`src/rtl/cec_pol_pkg.sv`:
```
package cec_pol_pkg;
  parameter int ADDR_W = 4;
  localparam int NUM_ADDR = 1 << ADDR_W;
  localparam int MASK_W = NUM_ADDR - 1;
  localparam logic [ADDR_W-1:0] BCAST_ADDR = ADDR_W'(NUM_ADDR - 1);

  typedef struct packed {
    logic stop_on_rise;
    logic rise_en;
    logic long_en;
    logic bcast_quiet;
  } err_cfg_t;

  typedef struct packed {
    logic rise;
    logic short_p;
    logic long_p;
  } err_pulse_t;
endpackage

```
`src/rtl/cec_dest_match.sv`:
```
module cec_dest_match
  import cec_pol_pkg::*;
#(
  parameter int AW = ADDR_W,
  parameter int MW = (1 << AW) - 1
) (
  input  logic [AW-1:0] dest,
  input  logic [MW-1:0] mask,
  output logic          owned,
  output logic          bcast
);
  localparam logic [AW-1:0] ALL_ONES = {AW{1'b1}};

  logic [MW-1:0] hit_vec;

  genvar gi;
  generate
    for (gi = 0; gi < MW; gi++) begin : g_slot
      assign hit_vec[gi] = mask[gi] && (dest == AW'(gi));
    end
  endgenerate

  assign owned = |hit_vec;
  assign bcast = (dest == ALL_ONES);
endmodule

```
`src/rtl/cec_errbit_policy.sv`:
```
module cec_errbit_policy
  import cec_pol_pkg::*;
(
  input  logic       clk,
  input  logic       rst,
  input  logic       frame_live,
  input  logic       frame_owned,
  input  logic       frame_bcast,
  input  logic       listen_all,
  input  err_cfg_t   cfg,
  input  err_pulse_t errs,
  output logic       stop_now,
  output logic       errbit_q,
  output logic       stop_q
);
  logic rise_bit, long_bit, short_bit;

  always_comb begin
    stop_now = frame_live && errs.rise && cfg.stop_on_rise;
    if (frame_bcast) begin
      rise_bit  = stop_now && !cfg.bcast_quiet;
      long_bit  = frame_live && errs.long_p && !cfg.bcast_quiet;
      short_bit = frame_live && errs.short_p && !listen_all && !cfg.bcast_quiet;
    end else begin
      rise_bit  = stop_now && frame_owned && cfg.rise_en;
      long_bit  = frame_live && errs.long_p && frame_owned && cfg.long_en;
      short_bit = frame_live && errs.short_p && frame_owned;
    end
  end

  always_ff @(posedge clk) begin
    if (rst) begin
      errbit_q <= 1'b0;
      stop_q   <= 1'b0;
    end else begin
      errbit_q <= rise_bit || long_bit || short_bit;
      stop_q   <= stop_now;
    end
  end

  assert_stop_needs_cfg_R7: assert property (@(posedge clk) disable iff (rst)
    stop_q |-> $past(cfg.stop_on_rise) && $past(errs.rise));

  assert_errbit_has_cause_R12: assert property (@(posedge clk) disable iff (rst)
    errbit_q |-> $past(frame_live) && $past(errs.rise || errs.short_p || errs.long_p));

  assert_bystander_quiet_R5: assert property (@(posedge clk) disable iff (rst)
    errbit_q |-> $past(frame_owned || frame_bcast));

  assert_long_never_stops_R9: assert property (@(posedge clk) disable iff (rst)
    ($past(errs.long_p) && !$past(errs.rise)) |-> !stop_q);
endmodule

```
`src/rtl/cec_rx_policy.sv`:
```
module cec_rx_policy
  import cec_pol_pkg::*;
(
  input  logic              clk,
  input  logic              rst,
  input  logic              hdr_valid,
  input  logic [7:0]        hdr_byte,
  input  logic              frame_end,
  input  logic [MASK_W-1:0] own_mask,
  input  logic              listen_all,
  input  logic              cfg_stop_on_rise,
  input  logic              cfg_rise_errbit,
  input  logic              cfg_long_errbit,
  input  logic              cfg_bcast_quiet,
  input  logic              err_rise,
  input  logic              err_short,
  input  logic              err_long,
  output logic              accept,
  output logic              drive_ack,
  output logic              drive_errbit,
  output logic              stop_rx
);
  logic       hit_owned, hit_bcast;
  logic       accept_q, ack_q, owned_q, bcast_q;
  logic       stop_now;
  err_cfg_t   cfg;
  err_pulse_t errs;

  assign cfg  = '{stop_on_rise: cfg_stop_on_rise, rise_en: cfg_rise_errbit,
                  long_en: cfg_long_errbit, bcast_quiet: cfg_bcast_quiet};
  assign errs = '{rise: err_rise, short_p: err_short, long_p: err_long};

  cec_dest_match #(.AW(ADDR_W), .MW(MASK_W)) u_match (
    .dest  (hdr_byte[ADDR_W-1:0]),
    .mask  (own_mask),
    .owned (hit_owned),
    .bcast (hit_bcast)
  );

  cec_errbit_policy u_policy (
    .clk         (clk),
    .rst         (rst),
    .frame_live  (accept_q),
    .frame_owned (owned_q),
    .frame_bcast (bcast_q),
    .listen_all  (listen_all),
    .cfg         (cfg),
    .errs        (errs),
    .stop_now    (stop_now),
    .errbit_q    (drive_errbit),
    .stop_q      (stop_rx)
  );

  always_ff @(posedge clk) begin
    if (rst) begin
      accept_q <= 1'b0;
      ack_q    <= 1'b0;
      owned_q  <= 1'b0;
      bcast_q  <= 1'b0;
    end else if (hdr_valid) begin
      accept_q <= hit_owned || hit_bcast || listen_all;
      ack_q    <= hit_owned && !hit_bcast;
      owned_q  <= hit_owned;
      bcast_q  <= hit_bcast;
    end else if (frame_end || stop_now) begin
      accept_q <= 1'b0;
      ack_q    <= 1'b0;
      owned_q  <= 1'b0;
      bcast_q  <= 1'b0;
    end
  end

  assign accept    = accept_q;
  assign drive_ack = ack_q;

  assert_reset_quiet_R1: assert property (@(posedge clk)
    $past(rst) |-> !accept && !drive_ack && !drive_errbit && !stop_rx);

  assert_ack_needs_accept_R2: assert property (@(posedge clk) disable iff (rst)
    drive_ack |-> accept);

  assert_bcast_taken_unacked_R3: assert property (@(posedge clk) disable iff (rst)
    $past(hdr_valid && (hdr_byte[ADDR_W-1:0] == BCAST_ADDR)) |-> accept && !drive_ack);

  assert_end_clears_R6: assert property (@(posedge clk) disable iff (rst)
    $past(frame_end && !hdr_valid) |-> !accept && !drive_ack);

  assert_stop_drops_accept_R7: assert property (@(posedge clk) disable iff (rst)
    (stop_rx && !$past(hdr_valid)) |-> !accept);
endmodule

```
`config.mk`:
```
export PLATFORM = sky130hd
export DESIGN_NAME = cec_rx_policy
export DESIGN_NICKNAME = d
export VERILOG_FILES = /design/src/rtl/cec_pol_pkg.sv /design/src/rtl/cec_dest_match.sv /design/src/rtl/cec_errbit_policy.sv /design/src/rtl/cec_rx_policy.sv
export SDC_FILE = /design/constraint.sdc
export NUM_CORES = 1
export LEC_CHECK = 0
export ABC_AREA = 1
export BUFFER_PORTS_ARGS = -buffer_cell sky130_fd_sc_hd__clkbuf_2
export CAP_MARGIN = 20
export CELL_PAD_IN_SITES_DETAIL_PLACEMENT = 1
export CELL_PAD_IN_SITES_GLOBAL_PLACEMENT = 1
export CORE_MARGIN = 10
export CORE_UTILIZATION = 22
export DETAILED_ROUTE_END_ITERATION = 10
export PLACE_DENSITY = 0.78
export SLEW_MARGIN = 15
export SYNTH_ARGS = -nofsm -noshare
export SYNTH_HDL_FRONTEND = slang
export SYNTH_SLANG_ARGS = --single-unit
```
`constraint.sdc`:
```
create_clock -name clk -period 1.3 [get_ports clk]
set_clock_uncertainty 0.2 [all_clocks]
set_input_delay 0 -clock clk [delete_from_list [all_inputs] [get_ports clk]]
set_output_delay 0 -clock clk [all_outputs]
set_load 0.01 [all_outputs]
```
==> metrics <==
net count after synthesis=113; Synth Area in Simple Gates=51.1%; Yosys top cell area share=25.9%; # DRC=0; IO buf count=34; Setup crit end=accept$_SDFFE_PP0P_; Buf/Inv on CP=3; via count=670; row cnt=16; first-pass GRT wire length=3350 um; leading area contributor after synthesis=dfxtp_1; final setup margin=0.0717 ns; CP startpoint=cfg_stop_on_rise; DR vias/cell=4.41; Inserted Diodes=0; ranking of synthesized cells by area=dfxtp_1 (26%), nand2_1 (18%), nand3_1 (16%); Die Ht=65.9 um; clk_lat worst skew=0.25 ns; Nets=162; Hold Path Class=input port to flip-flop; setup violators final=0; CTS tree=yes; Area growth, synth to finish=68.9%; Mapped Area=463 um2; io pins=39; FF/Latch Area=120 um2; Synth Area in Compound Gates=11.1%; largest fanout on the critical path=4; Yosys reg bits=6; clk slew on worst S/H paths=0.05 ns; CP Capture Type=flip-flop; Pre-Repair DR Iteration Count=4; layout cells sized above 1=33.6%; cts bufs inserted=3; All-Layer GR Usage=9.87%; CP Cell Sequence=dlygate4sd3_1 > clkbuf_2 > nand3_1 > nand2_1 > inv_2 > a22oi_1 > a21oi_1; maximum vdd ir drop=0.000359 V; gpl congestion=0.771; period utilization=94.5%; sequential area share after synthesis=25.9%; crit path launch type=input port; CP max-delay cell=dlygate4sd3_1; Top delay family on crit path=buffers and inverters; dpl ws=0.0328 ns; initial antenna violation count=0; crit path kind=input port to flip-flop; width of the die=65.9 um; Levels on crit path=7; Final Routed Wirelength=2160 um; Max-Cap Viols=0; Total Power=0.550 mW; 1st-iter DRT viols=8; minimum clock period=1.23 ns; FF-to-FF setup slack=0.11 ns; CTS root buffer=clkbuf_4; WL/cell=14.2 um; slowest stage delay, CP=0.56 ns; Mapped Avg Cell Area=5.94 um2; final slew viol count=0; core area=1980 um2; Post-DP HPWL=1640 um; H-Tree Depth=1; Post-Syn Instances=78; Layout fillers=280; post-synthesis adder-cell area fraction=0%; Starting Density=23.4%; post-synthesis mux area share=0%; Sink Count=6; PwrDens=703 nW/um2; Worst Reg-to-Reg Cells=5; RSZ-0062 raised after global routing=no; largest net degree at the start of global routing=11; total die area=4340 um2; final core utilization=39.5%; vias in the first global route=737; Critical Path RT=1.24 ns; total global routing overflow=0; arrival time worst endpoint=1.17 ns; Leak Pwr=0.425 nW; clk buf depth=2; synth warn=0; worst-margin pin slew=0.250 ns; Fin Setup TNS=0 ns; Max-slew headroom=83.3%; DRT antenna net count=0; status=complete, but fails checks; main combinational cell family by area after synthesis=simple AND/OR/NAND/NOR gates; Fin. Hold Viols=1; fin area=782 um2; xor/xnor cell area share of the yosys netlist=0%; dpl cell area=649 um2; multi-input logic area=288 um2; violated checks=negative hold slack; fmax=814 MHz; post-synthesis cell type count=16; Hold Slack=-0.00445 ns; r2r startpoint=accept$_SDFFE_PP0P_; FF-to-FF End=accept$_SDFFE_PP0P_
-- layout by cell type (no fill, tap or decap), types with 2 or more instances in the layout --
| cell | n |
|---|---|
| nand2_1 | 22 |
| clkbuf_4 | 3 |
| nand3_1 | 15 |
| inv_1 | 6 |
| clkbuf_2 | 34 |
| inv_2 | 2 |
| dfxtp_1 | 6 |
| nand4_1 | 2 |
| a21oi_1 | 6 |
| dlygate4sd3_1 | 11 |
| nor2_1 | 11 |
-- metrics by stage --
stage,cells,hold WS (ns)
4_1_cts,152,0.00136
5_1_grt,152,0.0206
3_5_place_dp,138,0.0469
6_report,152,-0.00445
2_1_floorplan,78,-0.131
3_3_place_gp,138,0.0501
-- final cells by class --
type / count / area share [%]
inverter: 8 / 3.84
clock buffer: 3 / 2.88
tap: 27 / 4.32
multi-input combinational: 62 / 36.8
timing repair buffer: 46 / 36.8
sequential: 6 / 15.4
-- power breakdown --
group	internal, mW	total [mW]	switching [mW]
clock	0.105	0.182	0.0770
combinational	0.0858	0.169	0.0836
sequential	0.192	0.198	0.00581
-- worst register-to-register path: stages, from the launching register on --
cell and delay [ns]:
dfxtp_1 0.37, nand3_1 0.13, nand2_1 0.09, inv_2 0.05, a22oi_1 0.16, a21oi_1 0.08
-- kinds of logic (layout without fill, tap and decap cells) --
family                 Yosys count  after routing
AND/OR/NAND/NOR                 53             53
buffers and inverters           10             57
AO/OA/AOI/OAI                    9              9
flip-flops                       6              6
-- state kept, by name, indices dropped and copies added, names as in the netlist --
name	flops
u_policy.stop_q	1
drive_ack	1
u_policy.errbit_q	1
owned_q	1
accept	1
bcast_q	1
-- routing by layer --
layer	GRT usage (%)	vias to the layer above	wire length (um)
li1	-	352	-
met1	9.19	306	786
met2	20.4	12	1310
met3	2.37	0	61
met4	2.41	0	0
met5	0	-	0
-- cells in the mapped netlist --
master / number
nand3_1: 15
nor2_1: 11
o32ai_1: 1
nand4_1: 2
nand3b_1: 1
inv_2: 1
o21ai_0: 1
nand2_1: 22
nand2_2: 1
buf_6: 1
dfxtp_1: 6
a22oi_1: 1
inv_1: 7
a21oi_1: 6
nor2_4: 1
clkbuf_8: 1
-- worst min-delay path by stage --
stage	cells past startpoint	slack, ns	endpoint	start
2_1_floorplan	1	-0.13	accept$_SDFFE_PP0P_	rst
3_3_place_gp	2	0.05	owned_q$_SDFFE_PP0P_	rst
3_5_place_dp	2	0.05	drive_ack$_SDFFE_PP0P_	rst
4_1_cts	5	0.001	u_policy.errbit_q$_SDFF_PP0_	err_long
5_1_grt	5	0.02	u_policy.errbit_q$_SDFF_PP0_	err_long
6_report	3	-0.004	bcast_q$_SDFFE_PP0P_	hdr_byte[0]
-- what timing repair did --
item                                   in CTS  in global routing
setup endpoints to repair                   0                  2
resized for setup                           0                  1
hold buffers                               11                  0
buffers inserted                            0                  0
endpoints found under the hold margin       6                  0
Note: power is estimated with default switching activity, not from simulation.
